$ cat config.mk
export PLATFORM = sky130hd
export DESIGN_NAME = sercom_ctrl
export DESIGN_NICKNAME = d
export VERILOG_FILES = /design/src/rtl/sercom_pkg.sv /design/src/rtl/sercom_fifo.sv /design/src/rtl/sercom_baud.sv /design/src/rtl/sercom_tx.sv /design/src/rtl/sercom_rx.sv /design/src/rtl/sercom_ctrl.sv
export SDC_FILE = /design/constraint.sdc
export NUM_CORES = 1
export LEC_CHECK = 0
export BUFFER_PORTS_ARGS = -buffer_cell sky130_fd_sc_hd__buf_2
export CAP_MARGIN = 20
export CORE_MARGIN = 1
export CORE_UTILIZATION = 40
export DETAILED_ROUTE_END_ITERATION = 7
export PLACE_DENSITY = 0.57
export SLEW_MARGIN = 40
export SYNTH_ARGS = -nofsm -noshare
export SYNTH_HDL_FRONTEND = slang
export SYNTH_SLANG_ARGS = --single-unit
$ cat constraint.sdc
create_clock -name clk -period 3.3 [get_ports clk]
set_input_delay 0.66 -clock clk [delete_from_list [all_inputs] [get_ports clk]]
set_output_delay 0.66 -clock clk [all_outputs]
set_load 0.02 [all_outputs]
$ cat src/rtl/sercom_pkg.sv
package sercom_pkg;
   localparam int IDX_W = 4;

   typedef enum logic [IDX_W-1:0] {
      IDX_RATE   = 4'd0,
      IDX_TXDATA = 4'd1,
      IDX_RXDATA = 4'd2,
      IDX_CTRL   = 4'd3,
      IDX_INTEN  = 4'd4,
      IDX_STATUS = 4'd5,
      IDX_GUARD  = 4'd6,
      IDX_TMO    = 4'd7,
      IDX_TXRST  = 4'd8,
      IDX_RXRST  = 4'd9
   } reg_idx_e;

   localparam int CTL_ODD   = 5;
   localparam int CTL_RUN   = 7;
   localparam int CTL_RXEN  = 8;
   localparam int CTL_BMODE = 12;
   localparam logic [31:0] CTL_MASK = 32'h0000_11BF;
   localparam logic [2:0]  MODE_PAR = 3'd7;

   localparam int ST_RXAV   = 0;
   localparam int ST_TXIDLE = 1;
   localparam int ST_PERR   = 2;
   localparam int ST_FERR   = 3;
   localparam int ST_TXFULL = 9;
endpackage

$ cat src/rtl/sercom_fifo.sv
module sercom_fifo #(
   parameter int W     = 8,
   parameter int DEPTH = 16
) (
   input  logic                       clk,
   input  logic                       rst_n,
   input  logic                       clr,
   input  logic                       push,
   input  logic [W-1:0]               din,
   input  logic                       pop,
   output logic [W-1:0]               dout,
   output logic                       empty,
   output logic                       full,
   output logic [$clog2(DEPTH):0]     count
);
   localparam int PW = $clog2(DEPTH);
   localparam int CW = PW + 1;

   if (DEPTH < 2 || (1 << PW) != DEPTH) begin : g_bad_depth
      $error("sercom_fifo: DEPTH must be a power of two of at least 2");
   end

   logic [W-1:0]  mem [DEPTH];
   logic [PW-1:0] wr_ptr, rd_ptr;
   logic          do_push, do_pop;

   assign do_push = push && !full;
   assign do_pop  = pop && !empty;
   assign empty   = (count == '0);
   assign full    = (count == CW'(DEPTH));
   assign dout    = mem[rd_ptr];

   always_ff @(posedge clk or negedge rst_n) begin
      if (!rst_n) begin
         wr_ptr <= '0;
         rd_ptr <= '0;
         count  <= '0;
      end else if (clr) begin
         wr_ptr <= '0;
         rd_ptr <= '0;
         count  <= '0;
      end else begin
         if (do_push) wr_ptr <= wr_ptr + 1'b1;
         if (do_pop)  rd_ptr <= rd_ptr + 1'b1;
         count <= count + CW'(do_push) - CW'(do_pop);
      end
   end

   always_ff @(posedge clk) begin
      if (do_push && !clr) mem[wr_ptr] <= din;
   end
endmodule

$ cat src/rtl/sercom_baud.sv
module sercom_baud #(
   parameter int RW = 16
) (
   input  logic          clk,
   input  logic          rst_n,
   input  logic          run,
   input  logic          acc_mode,
   input  logic [RW-1:0] rate,
   output logic          tick
);
   if (RW < 2) begin : g_bad_rw
      $error("sercom_baud: RW must be at least 2");
   end

   logic [RW-1:0] cnt;
   logic [RW:0]   sum;

   assign sum = {1'b0, cnt} + {1'b0, rate};

   always_ff @(posedge clk or negedge rst_n) begin
      if (!rst_n) begin
         cnt  <= '0;
         tick <= 1'b0;
      end else if (!run) begin
         cnt  <= '0;
         tick <= 1'b0;
      end else if (acc_mode) begin
         cnt  <= sum[RW-1:0];
         tick <= sum[RW];
      end else if (cnt == '0) begin
         tick <= 1'b1;
         cnt  <= (rate == '0) ? '0 : rate - 1'b1;
      end else begin
         tick <= 1'b0;
         cnt  <= cnt - 1'b1;
      end
   end
endmodule

$ cat src/rtl/sercom_tx.sv
module sercom_tx #(
   parameter int W   = 8,
   parameter int OVS = 16
) (
   input  logic         clk,
   input  logic         rst_n,
   input  logic         run,
   input  logic         tick,
   input  logic         par_en,
   input  logic         par_odd,
   input  logic         avail,
   input  logic [W-1:0] data,
   output logic         pop,
   output logic         txd,
   output logic         busy
);
   localparam int FW  = W + 3;
   localparam int PHW = $clog2(OVS);
   localparam int BCW = $clog2(FW + 1);

   if (OVS < 4 || (1 << PHW) != OVS) begin : g_bad_ovs
      $error("sercom_tx: OVS must be a power of two of at least 4");
   end

   logic [FW-1:0]  sh;
   logic [PHW-1:0] phase;
   logic [BCW-1:0] left;
   logic           par;

   assign pop = run && !busy && avail;
   assign par = par_odd ? ~^data : ^data;
   assign txd = busy ? sh[0] : 1'b1;

   always_ff @(posedge clk or negedge rst_n) begin
      if (!rst_n) begin
         busy  <= 1'b0;
         sh    <= '1;
         phase <= '0;
         left  <= '0;
      end else if (pop) begin
         busy  <= 1'b1;
         sh    <= par_en ? {1'b1, par, data, 1'b0} : {2'b11, data, 1'b0};
         left  <= par_en ? BCW'(FW) : BCW'(FW - 1);
         phase <= '0;
      end else if (busy && tick) begin
         if (phase == PHW'(OVS - 1)) begin
            phase <= '0;
            sh    <= {1'b1, sh[FW-1:1]};
            left  <= left - 1'b1;
            if (left == BCW'(1)) busy <= 1'b0;
         end else begin
            phase <= phase + 1'b1;
         end
      end
   end
endmodule

$ cat src/rtl/sercom_rx.sv
module sercom_rx #(
   parameter int W   = 8,
   parameter int OVS = 16
) (
   input  logic         clk,
   input  logic         rst_n,
   input  logic         en,
   input  logic         tick,
   input  logic         par_en,
   input  logic         par_odd,
   input  logic         rxd,
   output logic         push,
   output logic [W-1:0] data,
   output logic         perr,
   output logic         ferr
);
   localparam int PHW = $clog2(OVS);
   localparam int IXW = $clog2(W + 3);
   localparam logic [PHW-1:0] MID = PHW'(OVS / 2 - 1);

   if (OVS < 4 || (1 << PHW) != OVS) begin : g_bad_ovs
      $error("sercom_rx: OVS must be a power of two of at least 4");
   end

   logic           s1, s2, active, parv;
   logic [PHW-1:0] phase;
   logic [IXW-1:0] idx, last;
   logic           exp_par;

   assign last    = par_en ? IXW'(W + 2) : IXW'(W + 1);
   assign exp_par = par_odd ? ~^data : ^data;

   always_ff @(posedge clk or negedge rst_n) begin
      if (!rst_n) begin
         s1 <= 1'b1;
         s2 <= 1'b1;
      end else begin
         s1 <= rxd;
         s2 <= s1;
      end
   end

   always_ff @(posedge clk or negedge rst_n) begin
      if (!rst_n) begin
         active <= 1'b0;
         phase  <= '0;
         idx    <= '0;
         data   <= '0;
         parv   <= 1'b0;
         push   <= 1'b0;
         perr   <= 1'b0;
         ferr   <= 1'b0;
      end else begin
         push <= 1'b0;
         perr <= 1'b0;
         ferr <= 1'b0;
         if (!en) begin
            active <= 1'b0;
         end else if (tick) begin
            if (!active) begin
               if (!s2) begin
                  active <= 1'b1;
                  phase  <= '0;
                  idx    <= '0;
               end
            end else begin
               phase <= phase + 1'b1;
               if (phase == PHW'(OVS - 1)) idx <= idx + 1'b1;
               if (phase == MID) begin
                  if (idx == '0) begin
                     if (s2) active <= 1'b0;
                  end else if (idx == last) begin
                     active <= 1'b0;
                     push   <= 1'b1;
                     ferr   <= !s2;
                     perr   <= par_en && (parv != exp_par);
                  end else if (idx <= IXW'(W)) begin
                     data <= {s2, data[W-1:1]};
                  end else begin
                     parv <= s2;
                  end
               end
            end
         end
      end
   end
endmodule

$ cat src/rtl/sercom_ctrl.sv
module sercom_ctrl
   import sercom_pkg::*;
#(
   parameter int FIFO_DEPTH = 16,
   parameter int RATE_W     = 16,
   parameter int AUX_W      = 16,
   parameter int ADDR_W     = 6
) (
   input  logic              clk,
   input  logic              rst_n,
   input  logic              bus_req,
   input  logic              bus_we,
   input  logic [ADDR_W-1:0] bus_addr,
   input  logic [31:0]       bus_wdata,
   output logic [31:0]       bus_rdata,
   output logic              ser_txd,
   input  logic              ser_rxd
);
   localparam int DW  = 8;
   localparam int OVS = 16;
   localparam int CW  = $clog2(FIFO_DEPTH) + 1;

   if (ADDR_W < 6 || RATE_W > 32 || AUX_W > 32) begin : g_bad_cfg
      $error("sercom_ctrl: ADDR_W must be >= 6, RATE_W and AUX_W <= 32");
   end

   logic [IDX_W-1:0]  idx;
   logic              hit, wr, rd;
   logic [RATE_W-1:0] rate_q;
   logic [AUX_W-1:0]  inten_q, guard_q, tmo_q;
   logic [31:0]       ctrl_q, status_w;
   logic              perr_q, ferr_q, run, par_en;
   logic              tx_push, tx_pop, tx_clr, rx_pop, rx_clr, status_rd;
   logic              txf_empty, txf_full, rxf_empty, rxf_full;
   logic [CW-1:0]     txf_count, rxf_count;
   logic [DW-1:0]     txf_dout, rxf_dout, rx_data;
   logic              baud_tick, tx_busy, rx_push, rx_perr_p, rx_ferr_p;

   assign idx    = bus_addr[5:2];
   assign hit    = bus_req && (bus_addr[1:0] == 2'b00) && ((bus_addr >> 6) == '0);
   assign wr     = hit && bus_we;
   assign rd     = hit && !bus_we;
   assign run    = ctrl_q[CTL_RUN];
   assign par_en = (ctrl_q[2:0] == MODE_PAR);

   assign tx_push   = wr && (idx == IDX_TXDATA);
   assign tx_clr    = wr && (idx == IDX_TXRST) && bus_wdata[0];
   assign rx_clr    = wr && (idx == IDX_RXRST) && bus_wdata[0];
   assign rx_pop    = rd && (idx == IDX_RXDATA);
   assign status_rd = rd && (idx == IDX_STATUS);

   always_ff @(posedge clk or negedge rst_n) begin
      if (!rst_n) begin
         rate_q  <= '0;
         ctrl_q  <= '0;
         inten_q <= '0;
         guard_q <= '0;
         tmo_q   <= '0;
      end else if (wr) begin
         case (idx)
            IDX_RATE:  rate_q  <= bus_wdata[RATE_W-1:0];
            IDX_CTRL:  ctrl_q  <= bus_wdata & CTL_MASK;
            IDX_INTEN: inten_q <= bus_wdata[AUX_W-1:0];
            IDX_GUARD: guard_q <= bus_wdata[AUX_W-1:0];
            IDX_TMO:   tmo_q   <= bus_wdata[AUX_W-1:0];
            default: ;
         endcase
      end
   end

   always_ff @(posedge clk or negedge rst_n) begin
      if (!rst_n) begin
         perr_q <= 1'b0;
         ferr_q <= 1'b0;
      end else begin
         if (status_rd) begin
            perr_q <= 1'b0;
            ferr_q <= 1'b0;
         end
         if (rx_perr_p) perr_q <= 1'b1;
         if (rx_ferr_p) ferr_q <= 1'b1;
      end
   end

   always_comb begin
      status_w            = '0;
      status_w[ST_RXAV]   = !rxf_empty;
      status_w[ST_TXIDLE] = txf_empty && !tx_busy;
      status_w[ST_PERR]   = perr_q;
      status_w[ST_FERR]   = ferr_q;
      status_w[ST_TXFULL] = txf_full;
   end

   always_comb begin
      bus_rdata = '0;
      if (rd) begin
         case (idx)
            IDX_RATE:   bus_rdata = 32'(rate_q);
            IDX_RXDATA: bus_rdata = rxf_empty ? '0 : 32'(rxf_dout);
            IDX_CTRL:   bus_rdata = ctrl_q;
            IDX_INTEN:  bus_rdata = 32'(inten_q);
            IDX_STATUS: bus_rdata = status_w;
            IDX_GUARD:  bus_rdata = 32'(guard_q);
            IDX_TMO:    bus_rdata = 32'(tmo_q);
            default:    bus_rdata = '0;
         endcase
      end
   end

   sercom_baud #(.RW(RATE_W)) u_baud (
      .clk(clk), .rst_n(rst_n), .run(run), .acc_mode(ctrl_q[CTL_BMODE]),
      .rate(rate_q), .tick(baud_tick));

   sercom_fifo #(.W(DW), .DEPTH(FIFO_DEPTH)) u_txf (
      .clk(clk), .rst_n(rst_n), .clr(tx_clr), .push(tx_push), .din(bus_wdata[DW-1:0]),
      .pop(tx_pop), .dout(txf_dout), .empty(txf_empty), .full(txf_full), .count(txf_count));

   sercom_tx #(.W(DW), .OVS(OVS)) u_tx (
      .clk(clk), .rst_n(rst_n), .run(run), .tick(baud_tick), .par_en(par_en),
      .par_odd(ctrl_q[CTL_ODD]), .avail(!txf_empty), .data(txf_dout), .pop(tx_pop),
      .txd(ser_txd), .busy(tx_busy));

   sercom_rx #(.W(DW), .OVS(OVS)) u_rx (
      .clk(clk), .rst_n(rst_n), .en(run && ctrl_q[CTL_RXEN]), .tick(baud_tick),
      .par_en(par_en), .par_odd(ctrl_q[CTL_ODD]), .rxd(ser_rxd), .push(rx_push),
      .data(rx_data), .perr(rx_perr_p), .ferr(rx_ferr_p));

   sercom_fifo #(.W(DW), .DEPTH(FIFO_DEPTH)) u_rxf (
      .clk(clk), .rst_n(rst_n), .clr(rx_clr), .push(rx_push), .din(rx_data),
      .pop(rx_pop), .dout(rxf_dout), .empty(rxf_empty), .full(rxf_full), .count(rxf_count));
endmodule

### Word level (Yosys, flattened, before mapping)

Memory sizes are Yosys's and may differ from the RTL's.
Index checks and enable logic that the tools add are counted.
W data, S select, Z words.

| cells by class | value |
|---|---|
| add/subtract/negate cells | 15 |
| magnitude comparators | 1 |
| equality and inequality tests | 21 |
| multiplexer cells | 75 |
| bitwise operators | 3 |
| reductions and logical operators | 62 |

Operators by type and width:

| kind | count |
|---|---|
| $pmux W16 S7 | 1 |
| $mux W16 | 5 |
| $mux W4 | 18 |
| $mux W1 | 43 |
| $mux W11 | 3 |
| $logic_not A16 Y1 | 2 |
| $sub A16 B1 Y16 const B | 2 |
| $add A4 B1 Y4 const B | 7 |
| $logic_and A1 B1 Y1 | 22 |
| $eq A4 B3 Y1 const B | 5 |
| $reduce_bool A2 Y1 | 9 |
| $add A16 B16 Y17 | 1 |
| $eq A4 B4 Y1 const B | 4 |
| $reduce_xnor A8 Y1 | 2 |
| $reduce_xor A8 Y1 | 2 |
| $reduce_and A7 Y1 | 2 |
| $reduce_and A2 Y1 | 6 |
| $add A5 B1 Y5 | 2 |
| $eq A5 B5 Y1 const B | 2 |
| $logic_not A5 Y1 | 2 |
| $mux W10 | 1 |
| $mux W5 | 2 |
| $sub A5 B1 Y5 | 2 |
| $logic_not A1 Y1 | 9 |
| 15 further kinds | 23 |

| word-level totals | value |
|---|---|
| register bits after elaboration | 161 |
| bits in writable memories | 256 |
| output and inout bits | 33 |
| word-level logic and storage cells | 208 |
| memories | 2 |

Memory list:

| memory | words | width | read ports | clocked after Yosys merged registers in | wr ports | RTL line | RTL |
|---|---|---|---|---|---|---|---|
| u_rxf.mem | 16 | 8 | 1 | 0 | 1 | sercom_fifo.sv:23 | `logic [W-1:0] mem [DEPTH];` |
| u_txf.mem | 16 | 8 | 1 | 0 | 1 | sercom_fifo.sv:23 |  |

### Longest topological paths before layout

Gate-level depths: netlist (run 1).

| logic depth | value |
|---|---|
| word-level depth | 10 |
| depth in mapped cells | 17 |
| gate-level depth less buffers | 16 |

### Cells and area by module

A second synthesis (run 1) with hierarchy kept.

| unflattened totals | value |
|---|---|
| cells, all modules | 1,408 |
| area total of the unflattened synthesis | 19,638.8 µm² |

By module, submodules not included:

| module | times used | cells each | area an instance (µm²) | sequential area each (µm²) |
|---|---|---|---|---|
| sercom_fifo (u_rxf) | 1 | 338 | 5,826.8 | 4,169.0 |
| sercom_fifo (u_txf) | 1 | 307 | 5,794.3 | 4,169.0 |
| sercom_ctrl | 1 | 282 | 3,671.0 | 1,876.8 |
| sercom_baud | 1 | 267 | 2,169.6 | 425.4 |
| sercom_rx | 1 | 103 | 1,153.6 | 578.1 |
| sercom_tx | 1 | 111 | 1,023.5 | 488.0 |

### Worst setup path after synthesis (run 1)

OpenSTA, ideal clock, no wires.

| path | value |
|---|---|
| kind | input to register |
| start | in bus_addr[4] |
| end | reg u_rxf.count[4] |
| data arrival time | 3,040 ps |
| slack | 129 ps |
| cell stages on the path | 14 |
| cells stage by stage | clkbuf_1 -> nor4_2 -> and2_1 -> clkbuf_1 -> ha_1 -> inv_1 -> ha_1 -> inv_1 -> fa_1 -> inv_1 -> a21oi_1 -> nor2_1 -> or3_1 -> a21oi_1 |

| between the ends | value |
|---|---|
| word-level cells in the longest chain between the ends | 5 |
| elaborated cells between the ends (all ways) | 8 |

RTL lines:

| what | RTL line | RTL |
|---|---|---|
| start, declared | sercom_ctrl.sv:13 | `input logic [ADDR_W-1:0] bus_addr,` |
| $eq A4 B2 Y1 | sercom_ctrl.sv:49 | `assign rx_pop = rd && (idx == IDX_RXDATA);` |
| $logic_and A1 B1 Y1 | sercom_ctrl.sv:49 |  |
| $logic_and A1 B1 Y1 | sercom_fifo.sv:28 | `assign do_pop = pop && !empty;` |
| $sub A5 B1 Y5 | sercom_fifo.sv:45 | `count <= count + CW'(do_push) - CW'(do_pop);` |
| $mux W5 * | sercom_fifo.sv:38 | `end else if (clr) begin` |
| end signal, assigned | sercom_fifo.sv:45 |  |
| end, declared | sercom_fifo.sv:14 | `output logic [$clog2(DEPTH):0] count` |

Mark *: on every way between the ends. The rest lies on a longest branch, timed or not.
A chain may end at the register's enable or synchronous reset.

### Final worst setup path (run 1)

| path | value |
|---|---|
| start | reg u_rxf.rd_ptr[0] |
| end | out bus_rdata[4] |

| between the ends | value |
|---|---|
| word-level cells in the longest chain between the ends | 4 |

RTL lines:

| what | RTL line | RTL |
|---|---|---|
| start, declared | sercom_fifo.sv:24 | `logic [PW-1:0] wr_ptr, rd_ptr;` |
| start signal, assigned | sercom_fifo.sv:44 | `if (do_pop) rd_ptr <= rd_ptr + 1'b1;` |
| $mem_v2 Z16 W8 | n/a |  |
| $mux W8 | sercom_ctrl.sv:99 | `IDX_RXDATA: bus_rdata = rxf_empty ? '0 : 32'(rxf_dout);` |
| $pmux W16 S7 | sercom_ctrl.sv:97 | `case (idx)` |
| $mux W16 | sercom_ctrl.sv:96 | `if (rd) begin` |
| end, declared | sercom_ctrl.sv:15 | `output logic [31:0] bus_rdata,` |

No other way between the ends.

==> results of run 1 <==
[area by class of cell]
cell class	count	area, µm²	area share [%]
multi-input combinational	792	6910	31.5
sequential	416	11700	53.3
timing repair buffer	121	985	4.49
clock buffer	58	1190	5.44
clock inverter	24	219	0.998
tap	607	759	3.46
inverter	46	173	0.787
antenna	1	2.50	0.0114
[kinds of logic (layout without fill, tap and decap cells)]
family                   after synthesis  after routing
buffers and inverters                118            249
adder cells (fa/ha/maj)               51             51
AND/OR/NAND/NOR                      298            298
other                                  1             17
flip-flops                           416            416
AO/OA/AOI/OAI                        190            190
XOR/XNOR                              76             76
multiplexers                         161            161
[power by group through the flow]
stage	combinational, mW	sequential, mW	clock, mW
after floorplan	3.03	6.13	0
after CTS	3.82	6.16	4.95
after detailed placement	3.73	6.26	0
after global routing	4.20	6.21	5.12
after global placement	3.68	6.25	0
final	3.75	6.16	4.83
[registers in the layout, summed over array words and instances (netlist names), 9 cells and up]
| signal | count |
|---|---|
| inten_q | 16 |
| u_txf.mem | 128 |
| u_rxf.mem | 128 |
| rate_q | 16 |
| ctrl_q | 9 |
| u_tx.sh | 10 |
| guard_q | 16 |
| u_baud.cnt | 16 |
| tmo_q | 16 |
[what timing repair did]
action	CTS	global route
setup endpoints to repair	8	8
pin swaps	9	2
buffers inserted	3	0
gates cloned	3	0
gates resized for setup	42	0
[cells in the final DEF (no fill, tap or decap), types with 42 or more instances in the layout]
cell       instances
nor2_1            82
buf_4             70
inv_1             42
a21oi_1           51
clkbuf_16         45
edfxtp_1         256
ha_1              48
xnor2_1           46
dfrtp_1          146
nand2_1           80
mux4_2            75
mux2_1            81
[layer usage]
layer  GRT usage (%)  vias up  part of all wire [%]
met5               0        -                 0.079
met4            5.49        6                   2.2
met2            29.1      221                    48
met1            25.7     5766                    46
met3            2.98       61                   4.4
li1                -     5163                     -
[worst max-delay path, cell delays in order, from the launching register on]
cell and delay [ns]:
dfrtp_2 0.49, buf_12 0.16, buf_16 0.13, mux4_2 0.49, mux4_2 0.51, nand2_4 0.12, a31oi_4 0.09, buf_6 0.17
[worst paths after layout]
kind	startpoint	endpoint	slack [ns]	cells after the start
min in group clk	ser_rxd	u_rx.s1$_DFF_PN1_	0.19	1
worst max register to register	u_baud.cnt[0]$_DFF_PN0_	u_baud.cnt[14]$_DFF_PN0_	0.18	11
worst min-delay path	rst_n	u_baud.cnt[11]$_DFF_PN0_	0.04	1
worst max-delay path	u_rxf.rd_ptr[0]$_DFFE_PN0P_	bus_rdata[4]	-0.11	7
max in group asynchronous	rst_n	u_rxf.rd_ptr[0]$_DFFE_PN0P_	2.32	2
worst min register to register	u_rx.s1$_DFF_PN1_	u_rx.s2$_DFF_PN1_	0.36	0
[metrics by stage]
step	area (µm²)	utilization [%]
2_1_floorplan	19000	-
6_report	21900	47.0
3_3_place_gp	20200	43.4
4_1_cts	22000	47.1
3_5_place_dp	20200	43.4
5_1_grt	21900	47.0
==> reports/results.ini, run 1 <==
[grt]
antenna_found_initial=4
grt_max_degree=53
gr-total-overflow=0
grt_first_pass_wirelength_um=66900
grt_usage_pct=18.3
grt_pass1_vias=11200

[die]
placementRows=79
core_um2=46700
die_w_um=220
dieArea_um2=48300
dieHeight_um=220
start_util_pct=40.7
ios=76

[power_and_ir_drop]
power.switching_mw=4.37
p_int_mw=10.4
clkPwrFrac_pct=32.8
p_per_area_nw_per_um2=672
power_leakage_nw=8.86
p_seq_share_pct=41.8
power.total_mw=14.7
ir_drop_mv=0.410
pwr-share-comb_pct=25.4
swShare_pct=29.6

[detailed_routing]
ant_nets=0
via_count=11200
drt_iter0_drc=917
via_per_inst=5.43
drt_first_pass_iters=7
post_drt_wl_per_cell_um=20.8
drc_errors=8
routed_wl_um=43000

[yosys]
yosysMostFrequentCell=edfxtp_1
muxShareOfSynthArea_pct=14.1
synthCells=1311
synth_flop_cell=edfxtp_1
synth_top_family_by_area=multiplexers
yosys.cell_types.count=68
synth-edff-count=256
yosys_warnings=0
synth.avg_cell_area_um2=14.5
seq_area_frac_synth_pct=61.7
synth_top_cell_by_area=edfxtp_1
yosys.area_share.simple_pct=7.59
yosys-top-cells-area=edfxtp_1, dfrtp_1, mux4_2
ys_ff_latch=416
ys_top_cells_by_count=edfxtp_1, dfrtp_1, nand2_1
synth_adder_area_share_pct=3.48
ys_async_sr_fraction_pct=38.5
synth_area_um2=19000
synth_compound_area_share_pct=6.50
synthXorXnorAreaFrac_pct=3.55
yosysTopAreaCellShare_pct=40.5

[cts]
path_clk_slew_ns=0.06
clock_latency_ns=0.58
cts_root_buffer=clkbuf_16
htreeDepth=2
cts_made_buffers=45
clock_sinks=416
cts_tree=yes
cts_max_path_buffers=3
hold_buffers=0

[finish]
nets=1516
fillers=4087
stdcell_count=2065
drive_gt1_share_pct=21.0
area_delta_synth_final_pct=15.7

[place]
pre_cts_slack_ns=0.262
placedCellCount=1977
routabilityCongestion=0.817
io_buffers=43
hpwl_um=28300

[timing]
fin_tns_setup_ns=-0.687
worst_pin_slew_ns=0.784
rsz0062_at_grt=true
fin_crit_ns=3.41
period_share_pct=103
slew_headroom_pct=47.7
hold_viol_final=0
setup-violations-final=8
max_freq_mhz=293
timing.final.ws_setup_ns=-0.114
final_max_slew_viol_count=0
finalClockSkew_ns=0.0253
timing.hold.ws_ns=0.0432

[setup_path]
crit_fanout=6
required_ns=2.64
cp-start-kind=register
path_class=reg2out
endpoint_kind=output port
arrival_ns=2.75

[flow_run]
drv_cap=0

[outcome]
status=complete, but fails checks
violations=design-rule violations, negative setup slack

[worst_hold_path]
hp-class=in2async

Power figures use the tool's default switching activity.
==> run 2: changes to the inputs <==
- RECOVER_POWER: unset -> 50
==> run 2 against run 1 <==
The flow finishes with violations (design-rule violations, max-capacitance violations, max-slew violations, negative setup slack). Non-clock buffer count unchanged. Highest routed layer unchanged. Sequential share of layout area rose by 0.076 points. Via count is 0.46% lower. Sequential power hardly changed. Worst setup slack gained 0.0026 ns. Critical path type unchanged. Cell area shrank 0.14%. Power decreased by 0.10%. Clock power about the same. Worst hold slack better by 0.13 ns. Die area unchanged. Final cell count stayed put. Maximum frequency about the same.
==> reports/results.ini, run 2 (synthesis gave the netlist of run 1 again) <==
[setup_path]
endpoint_kind=output port
rrSetupSlack_ns=0.22  ; +0.04 ns
startpoint=u_rxf.rd_ptr[0]$_DFFE_PN0P_
required_ns=2.64  ; about the same
arrival_ns=2.75  ; about the same
path_class=reg2out
worstReg2RegStart=u_baud.cnt[0]$_DFF_PN0_
cp-start-kind=register
crit_fanout=6  ; unchanged

[timing]
period_share_pct=103  ; about the same
rsz0062_at_grt=true
worst_pin_slew_ns=3.15  ; +2.36 ns
timing.hold.ws_ns=0.177  ; +0.134 ns
timing.final.ws_setup_ns=-0.112  ; +0.00263 ns
fin_crit_ns=3.41  ; -0.00263 ns
finalClockSkew_ns=0.0271  ; +0.00186 ns
hold_viol_final=0  ; unchanged
max_freq_mhz=293  ; about the same
slew_headroom_pct=-110  ; -160 points
fin_tns_setup_ns=-0.695  ; -0.00851 ns
final_max_slew_viol_count=52  ; +52
setup-violations-final=8  ; unchanged

[die]
core_um2=46700  ; unchanged
die_w_um=220  ; unchanged
placementRows=79  ; unchanged
ios=76  ; unchanged
dieArea_um2=48300  ; unchanged
dieHeight_um=220  ; unchanged
start_util_pct=40.7  ; unchanged

[cts]
htreeDepth=2  ; unchanged
cts_root_buffer=clkbuf_16
clock_sinks=416  ; unchanged
cts_made_buffers=45  ; unchanged
path_clk_slew_ns=0.06  ; about the same
cts_max_path_buffers=3  ; unchanged
cts_tree=yes
clock_latency_ns=0.58  ; about the same

[grt]
grt_first_pass_wirelength_um=66900  ; unchanged
gr-total-overflow=0  ; unchanged
antenna_found_initial=4  ; unchanged
grt_max_degree=53  ; unchanged
grt_pass1_vias=11200  ; unchanged
grt_usage_pct=18.3  ; unchanged

[finish]
layout_common_cells=edfxtp_1, dfrtp_1, nor2_1, mux2_1, nand2_1
multiInputGateArea_um2=6910  ; unchanged
utilization_pct=47.0  ; -0.067 points
fillers=4090  ; +0.073%
regArea_um2=11700  ; unchanged
final_common_cell=edfxtp_1
area_delta_synth_final_pct=15.5
nets=1516  ; unchanged
reg_top3=u_rxf.mem x128, u_txf.mem x128
fin_area_um2=21900  ; -0.14%
stdcell_count=2065  ; unchanged
drive_gt1_share_pct=20.0  ; -0.96 points

[detailed_routing]
ant_nets=0  ; unchanged
drt_first_pass_iters=7  ; unchanged
drt_iter0_drc=837  ; -8.7%
via_count=11200  ; -0.46%
routed_wl_um=42900  ; -0.22%
post_drt_wl_per_cell_um=20.8  ; -0.22%
via_per_inst=5.41  ; -0.46%
drc_errors=9  ; +1

[power_and_ir_drop]
power.total_mw=14.7  ; -0.10%
power_leakage_nw=8.82  ; -0.49%
p_per_area_nw_per_um2=672  ; about the same
ir_drop_mv=0.409  ; -0.28%

[worst_hold_path]
hold_start=ser_rxd
hp-class=in2reg

[place]
pre_cts_slack_ns=0.262  ; unchanged
placed_area_um2=20200  ; unchanged
placedCellCount=1977  ; unchanged
hpwl_um=28300  ; unchanged
routabilityCongestion=0.817  ; unchanged
io_buffers=43  ; unchanged

[flow_run]
drv_cap=1  ; +1

[outcome]
status=complete, but fails checks
violations=design-rule violations, max-capacitance violations, max-slew violations, negative setup slack

## run 2: area by class of cell
| type | count | area share, % |
|---|---|---|
| clock buffers | 58 | 5.45 |
| inverters | 46 | 0.788 |
| diodes | 1 | 0.0114 |
| flip-flops and latches | 416 | 53.4 |
| well taps | 607 | 3.47 |
| clock inverters | 24 | 0.999 |
| repair buffers | 121 | 4.35 |
| multi-input cells | 792 | 31.5 |
## run 2: power by group
part           internal (mW)  leakage [nW]  switching, mW
registers               5.86          4.74          0.306
clock network           2.74         0.686           2.08
logic                   1.77          3.39           1.97
## run 2: timing repair
item,in CTS,in global routing
buffers inserted,3,0
gates resized for setup,42,0
setup endpoints to repair,8,8
pin swaps,9,2
gates cloned,3,0
hold buffers,0,0
## run 2: final timing paths
path                                                    end  cells after the start
worst max-delay path                           bus_rdata[3]                      7
worst min-delay path                      u_rx.s1$_DFF_PN1_                      1
worst max register to register     u_baud.cnt[14]$_DFF_PN0_                     11
worst min register to register            u_rx.s2$_DFF_PN1_                      0
max in group asynchronous       u_rxf.rd_ptr[0]$_DFFE_PN0P_                      2
min in group asynchronous          u_baud.cnt[11]$_DFF_PN0_                      1
## run 2: worst max-delay path, cell delays in order, from the launching register on
cell	delay, ns
dfrtp_2	0.49
buf_12	0.17
buf_16	0.13
mux4_2	0.50
mux4_2	0.51
nand2_2	0.11
a31oi_4	0.10
buf_6	0.15
## run 2: per-layer routing
layer  GRT usage, %  vias up  share of wire (%)
met5              0        -              0.079
met4           5.49        6                2.2
met3           2.98       61                4.1
met2           29.1      200                 48
met1           25.7     5739                 46
li1               -     5159                  -
